==> src/rtl/fifo_ctl_pkg.sv <==
package fifo_ctl_pkg;
  localparam int BIT_EN    = 0;
  localparam int BIT_RXRST = 1;
  localparam int BIT_TXRST = 2;
  localparam logic [7:0] KEEP_MASK = 8'hC9;

  typedef struct packed {
    logic rx_flush;
    logic rx_stat_clr;
    logic tmo_cancel;
    logic tx_flush;
    logic thre_set;
    logic thre_pend_set;
    logic irq_eval;
  } fifo_ctl_pulse_t;

  localparam int PULSE_W = $bits(fifo_ctl_pulse_t);
endpackage

==> src/rtl/fifo_ctl_decode.sv <==
module fifo_ctl_decode
  import fifo_ctl_pkg::*;
#(
  parameter int DEPTH = 16,
  parameter int LVL_W = $clog2(DEPTH + 1)
) (
  input  logic            wr_en,
  input  logic [7:0]      wr_data,
  input  logic [7:0]      ctrl_q,
  input  logic [LVL_W-1:0] level_q,
  output fifo_ctl_pulse_t pulse_d,
  output logic [7:0]      ctrl_d,
  output logic [LVL_W-1:0] level_d
);
  localparam logic [LVL_W-1:0] LVL_SEL0 = LVL_W'(1);
  localparam logic [LVL_W-1:0] LVL_SEL1 = LVL_W'(DEPTH / 4);
  localparam logic [LVL_W-1:0] LVL_SEL2 = LVL_W'(DEPTH / 2);
  localparam logic [LVL_W-1:0] LVL_SEL3 = LVL_W'(DEPTH - 2);

  logic en_toggle;
  logic do_rx;
  logic do_tx;
  logic [LVL_W-1:0] sel_level;

  always_comb begin
    en_toggle = wr_data[BIT_EN] ^ ctrl_q[BIT_EN];
    do_rx     = wr_en & (wr_data[BIT_RXRST] | en_toggle);
    do_tx     = wr_en & (wr_data[BIT_TXRST] | en_toggle);
  end

  always_comb begin
    unique case (wr_data[7:6])
      2'b00:   sel_level = LVL_SEL0;
      2'b01:   sel_level = LVL_SEL1;
      2'b10:   sel_level = LVL_SEL2;
      default: sel_level = LVL_SEL3;
    endcase
  end

  always_comb begin
    ctrl_d  = ctrl_q;
    level_d = level_q;
    if (wr_en) begin
      ctrl_d = wr_data & KEEP_MASK;
      if (wr_data[BIT_EN]) level_d = sel_level;
    end
  end

  always_comb begin
    pulse_d.rx_flush      = do_rx;
    pulse_d.rx_stat_clr   = do_rx;
    pulse_d.tmo_cancel    = do_rx;
    pulse_d.tx_flush      = do_tx;
    pulse_d.thre_set      = do_tx;
    pulse_d.thre_pend_set = do_tx;
    pulse_d.irq_eval      = wr_en;
  end
endmodule

==> src/rtl/fifo_ctl_pulse_reg.sv <==
module fifo_ctl_pulse_reg #(
  parameter int W = 7
) (
  input  logic         clk,
  input  logic         rst_n,
  input  logic [W-1:0] d,
  output logic [W-1:0] q
);
  for (genvar i = 0; i < W; i++) begin : g_bit
    always_ff @(posedge clk or negedge rst_n) begin
      if (!rst_n) q[i] <= 1'b0;
      else        q[i] <= d[i];
    end
  end
endmodule

==> src/rtl/fifo_ctl_reg.sv <==
module fifo_ctl_reg
  import fifo_ctl_pkg::*;
#(
  parameter int DEPTH = 16,
  parameter int LVL_W = $clog2(DEPTH + 1)
) (
  input  logic             clk,
  input  logic             rst_n,
  input  logic             wr_en,
  input  logic [7:0]       wr_data,
  output logic [7:0]       ctrl_q,
  output logic [1:0]       fifo_on,
  output logic [LVL_W-1:0] rx_level,
  output logic             rx_flush,
  output logic             rx_stat_clr,
  output logic             tmo_cancel,
  output logic             tx_flush,
  output logic             thre_set,
  output logic             thre_pend_set,
  output logic             irq_eval
);
  fifo_ctl_pulse_t pulse_d;
  fifo_ctl_pulse_t pulse_q;
  logic [7:0]       ctrl_d;
  logic [LVL_W-1:0] level_d;

  fifo_ctl_decode #(.DEPTH(DEPTH), .LVL_W(LVL_W)) u_dec (
    .wr_en   (wr_en),
    .wr_data (wr_data),
    .ctrl_q  (ctrl_q),
    .level_q (rx_level),
    .pulse_d (pulse_d),
    .ctrl_d  (ctrl_d),
    .level_d (level_d)
  );

  fifo_ctl_pulse_reg #(.W(PULSE_W)) u_pulse (
    .clk   (clk),
    .rst_n (rst_n),
    .d     (pulse_d),
    .q     (pulse_q)
  );

  // State registers, loaded only on a write.
  always_ff @(posedge clk or negedge rst_n) begin
    if (!rst_n) begin
      ctrl_q   <= '0;
      rx_level <= LVL_W'(1);
    end else if (wr_en) begin
      ctrl_q   <= ctrl_d;
      rx_level <= level_d;
    end
  end

  always_comb begin
    fifo_on       = {2{ctrl_q[BIT_EN]}};
    rx_flush      = pulse_q.rx_flush;
    rx_stat_clr   = pulse_q.rx_stat_clr;
    tmo_cancel    = pulse_q.tmo_cancel;
    tx_flush      = pulse_q.tx_flush;
    thre_set      = pulse_q.thre_set;
    thre_pend_set = pulse_q.thre_pend_set;
    irq_eval      = pulse_q.irq_eval;
  end
endmodule

==> config.mk <==
export PLATFORM = sky130hd
export DESIGN_NAME = fifo_ctl_reg
export DESIGN_NICKNAME = d
export VERILOG_FILES = /design/src/rtl/fifo_ctl_pkg.sv /design/src/rtl/fifo_ctl_decode.sv /design/src/rtl/fifo_ctl_pulse_reg.sv /design/src/rtl/fifo_ctl_reg.sv
export SDC_FILE = /design/constraint.sdc
export NUM_CORES = 1
export LEC_CHECK = 0
export BUFFER_PORTS_ARGS = -buffer_cell sky130_fd_sc_hd__buf_4
export CAP_MARGIN = 15
export CORE_AREA = 4 4 41 43
export CTS_BUF_LIST = sky130_fd_sc_hd__clkbuf_4
export DETAILED_ROUTE_END_ITERATION = 7
export DIE_AREA = 0 0 45 47
export PLACE_DENSITY = 0.74
export SYNTH_ARGS = -nofsm -noshare
export SYNTH_HDL_FRONTEND = slang
export SYNTH_SLANG_ARGS = --single-unit
export TNS_END_PERCENT = 5
==> constraint.sdc <==
create_clock -name clk -period 2.2 [get_ports clk]
set_input_delay 0.44 -clock clk [delete_from_list [all_inputs] [get_ports clk]]
set_output_delay 0.44 -clock clk [all_outputs]
set_load 0.02 [all_outputs]
==> After elaboration in Yosys (flattened, before gate mapping) <==
Cells that the tools add are included.
{ "totals": {"reg_bits": 12, "wordCells": 15, "output_inout_bits": 22} }
{ "op_classes": {"n_bitwise": 5, "n_reduce_logical": 2, "eq_ne": 2, "n_mux": 1} }
{ "ops": {"columns": ["op", "n"], "rows": [
  ["4-bit one-hot mux with 3 select lines", 1],
  ["1-bit bitwise AND", 2],
  ["2-bit by 1-bit equality test with 1-bit output, second input constant", 1],
  ["2-bit equality test, second input constant", 1],
  ["2-bit logical NOT", 1],
  ["1-bit bitwise OR", 2],
  ["2-bit AND reduction", 1],
  ["1-bit XOR", 1]
]} }

==> Longest topological paths before layout <==
{ "depth": {"ltp_word": 3, "mapped_depth": 3} }

==> Hierarchy <==
From an unflattened synthesis, not the netlist that was laid out.
{ "hier_totals": {"hier_cells": 64, "area_unflattened_um2": 948.4} }
{ "by_module_without_submodules": {"columns": ["mod", "area_each_um2", "cells_per_inst", "instances", "seq_area_each_um2"], "rows": [
  ["fifo_ctl_reg", 536.8, 29, 1, 326.6],
  ["fifo_ctl_decode", 236.5, 28, 1, 0.0],
  ["fifo_ctl_pulse_reg", 175.2, 7, 1, 175.2]
]} }

==> Worst setup path before layout <==
Ideal clock, no wire load.
{ "synth_timing": {"path_kind": "register to output", "startpoint": "register ctrl_q[0]", "endpoint": "output fifo_on[0]", "path_slack_ns": 1.080, "stages_incl_launch_ff": 2, "required_time_ns": 1.760, "arrival_time_ns": 0.680, "n_path_buf": 1, "path_cell_list": "dfrtp_1 > buf_4"} }
{ "synth_lines": {"columns": ["element", "line", "rtl"], "rows": [
  ["start, declared", "fifo_ctl_reg.sv:11", "output logic [7:0] ctrl_q,"],
  ["start signal, assigned", "fifo_ctl_reg.sv:50", "ctrl_q <= ctrl_d;"],
  ["end, declared", "fifo_ctl_reg.sv:12", "output logic [1:0] fifo_on,"]
]} }
No word-level cell between the ends.

==> Worst setup path in the final report <==
{ "layout_timing": {"startpoint": "register rx_level[0]", "endpoint": "output rx_level[0]"} }
{ "layout_lines": {"columns": ["element", "line", "rtl"], "rows": [
  ["start, declared", "fifo_ctl_reg.sv:13", "output logic [LVL_W-1:0] rx_level,"],
  ["start signal, assigned", "fifo_ctl_reg.sv:51", "rx_level <= level_d;"]
]} }
No word-level cell between the ends.

==> results_dict.tcl <==
set metrics [dict create \
    hold_violations 0 \
    worstRegToRegCells 2 \
    grt_pass1_vias 368 \
    coreArea_mm2 0.00130 \
    synth.top_cell.area_share_pct 48.3 \
    wire_per_inst_um 12.6 \
    met3_usage_pct 4.21 \
    dpl_worst_slack_ps 1070 \
    dr.pass1.iters 2 \
    synthAdderAreaFrac_pct 0 \
    fin_ws_ps 835 \
    dieArea_mm2 0.00212 \
    synth_area_leaders "dfrtp_1 (48%), buf_4 (16%), mux2_4 (8.7%), mux2_2 (6.5%), dfstp_2 (5.1%)" \
    synth.area.mux_share_pct 15.2 \
    cellPowerDensity_mw_per_mm2 773 \
    cpLargestDelayFamily "flip-flops" \
    gp_congestion 0.621 \
    final_layout_size_suffix_gt1_share_pct 62.3 \
    area_growth_pct 32.4 \
    track_usage_pct 10.4 \
    num-nets-final 73 \
    worst_path_max_delay_cell "dfstp_2" \
    synth_cells 39 \
    critical_path_arrival_ps 930 \
    grt_overflow 0 \
    rsz0062_at_grt "false" \
    synthXorXnorAreaFrac_pct 1.69 \
    startpoint_type "flop" \
    cts-htree-levels 1 \
    finalClockSkew_ps 0.0394 \
    synth_top_family_by_area "buffers and inverters" \
    syn_area_um2 518 \
    mostFrequentLayoutCells "buf_4 (25), dfrtp_1 (10), conb_1 (5), clkbuf_4 (4)" \
    utilization_pct 52.7 \
    post-cts-setup-buffers 0 \
    final_cell_area_um2 686 \
    cp.required_ps 1760 \
    cts_buffers 3 \
    finalSetupTns_ps 0 \
    ant_nets 0 \
    fin_cells 76 \
    clockBufferDepth 2 \
    slew_viol_final 0 \
    multi_input_area_um2 159 \
    cts_tree "done" \
    start_util_pct 39.8 \
    synth_largest_area_cell "dfrtp_1" \
    grt_max_degree 12 \
    p_total_uw 530 \
    ir_worst_vdd_mv 0.383 \
    ys_warn_count 0 \
    syn_avg_cell_area_um2 13.3 \
    grtUsageMet2_pct 17.5 \
    drt-total-wl_um 957 \
    drv_cap 0 \
    vias_per_cell 4.37 \
    power_leakage_nw 0.365 \
    min_path_type "in2reg" \
    place_area_um2 646 \
    regArea_um2 277 \
    grtUsageMet1_pct 10.5 \
    worst-path-buf-inv 1 \
    grt-busiest-layer "met2" \
    dr_total_vias 332 \
    whs_ps 379 \
    die_y_um 47 \
    cp.depth 1 \
    antenna_found_initial 0 \
    drc 0 \
    drtIter0Drc 1 \
    setup_viol 0 \
    path_class "reg2out" \
    synth_seq_cells 11 \
    clk_latency_ps 260 \
    cp_max_fo 2 \
    max_clock_freq_ghz 0.732 \
    fillers 128 \
    ys_types 15 \
    cts_resized 0 \
    dp_cells 71 \
    dp_hpwl_um 793 \
    die_x_um 45 \
    ys_seq_area_share_pct 53.4 \
    diodes 0 \
    hold_depth 1 \
    grt_pass1_wl_um 1480 \
    rows 13 \
    clock-sinks 11 \
    final_common_cell "buf_4" \
    clkTransAtPathRegs_ps 60 \
    portBuffers 25 \
    max_stage_delay_ps 530 \
    period_needed_ps 1370 \
    pin_count 33 \
    finalCritPeriodShare_pct 62.1 \
    crit_path_end_kind "output pin" \
    cts_root_buffer "clkbuf_4" \
    worstPathCellList "buf_4" \
    synthSimpleGateAreaFrac_pct 4.59 \
    status "finished, final reports clean" \
    synth-compound-area-share_pct 5.56 \
]
cell type report:
class                      count  share of cell area [%]
timing repair buffer          26                    28.8
sequential                    11                    40.3
inverter                       1                   0.547
multi-input combinational     19                    23.2
tap                           15                    2.74
clock buffer                   4                    4.38
kinds of logic (layout without fill, tap and decap cells):
kind of cell | Yosys count | after routing
muxes | 6 | 6
xor gates and xnor gates | 1 | 1
and+or+nand+nor | 3 | 3
AOI/OAI and AO/OA | 4 | 4
buffers and inverters | 13 | 31
DFF | 11 | 11
other | 1 | 5
power by group:
group          internal (mW)  switching [mW]
clock                 0.0824          0.0613
sequential             0.225          0.0135
combinational         0.0695          0.0783
flip-flops by register name, summed over array words and instances, names as in the netlist:
| register | flops |
|---|---|
| rx_level | 4 |
| u_pulse.q | 3 |
| ctrl_q | 4 |
final timing paths:
path	slack [ps]	from	endpoint
max	830	rx_level[0]$_DFFE_PN1P_	rx_level[0]
min	380	wr_en	u_pulse.q[0]$_DFF_PN0_
max reg2reg	1320	ctrl_q[0]$_DFFE_PN0P_	u_pulse.q[6]$_DFF_PN0_
min reg2reg	490	rx_level[1]$_DFFE_PN0P_	rx_level[1]$_DFFE_PN0P_
max in group asynchronous	1430	rst_n	rx_level[0]$_DFFE_PN1P_
min in group asynchronous	550	rst_n	ctrl_q[6]$_DFFE_PN0P_
synthesized netlist by cell type (all sizes together):
| master | n |
|---|---|
| nor2 | 1 |
| a21o | 1 |
| xor2 | 1 |
| dfstp | 1 |
| buf | 12 |
| and4 | 1 |
| o21a | 2 |
| mux2 | 6 |
| dfrtp | 10 |
| nand2 | 1 |
| o21ai | 1 |
| inv | 1 |
| conb | 1 |
metal layers:
metal	up-vias	share of wire [%]
met5	-	0
li1	156	-
met2	24	50
met1	150	36
met3	2	13
met4	0	0.84
repair_timing:
item,in CTS,in global routing
endpoints found under the hold margin,10,0
hold buffers,1,0
setup endpoints to repair,0,0
No activity file was read; power rests on OpenSTA's default activity.
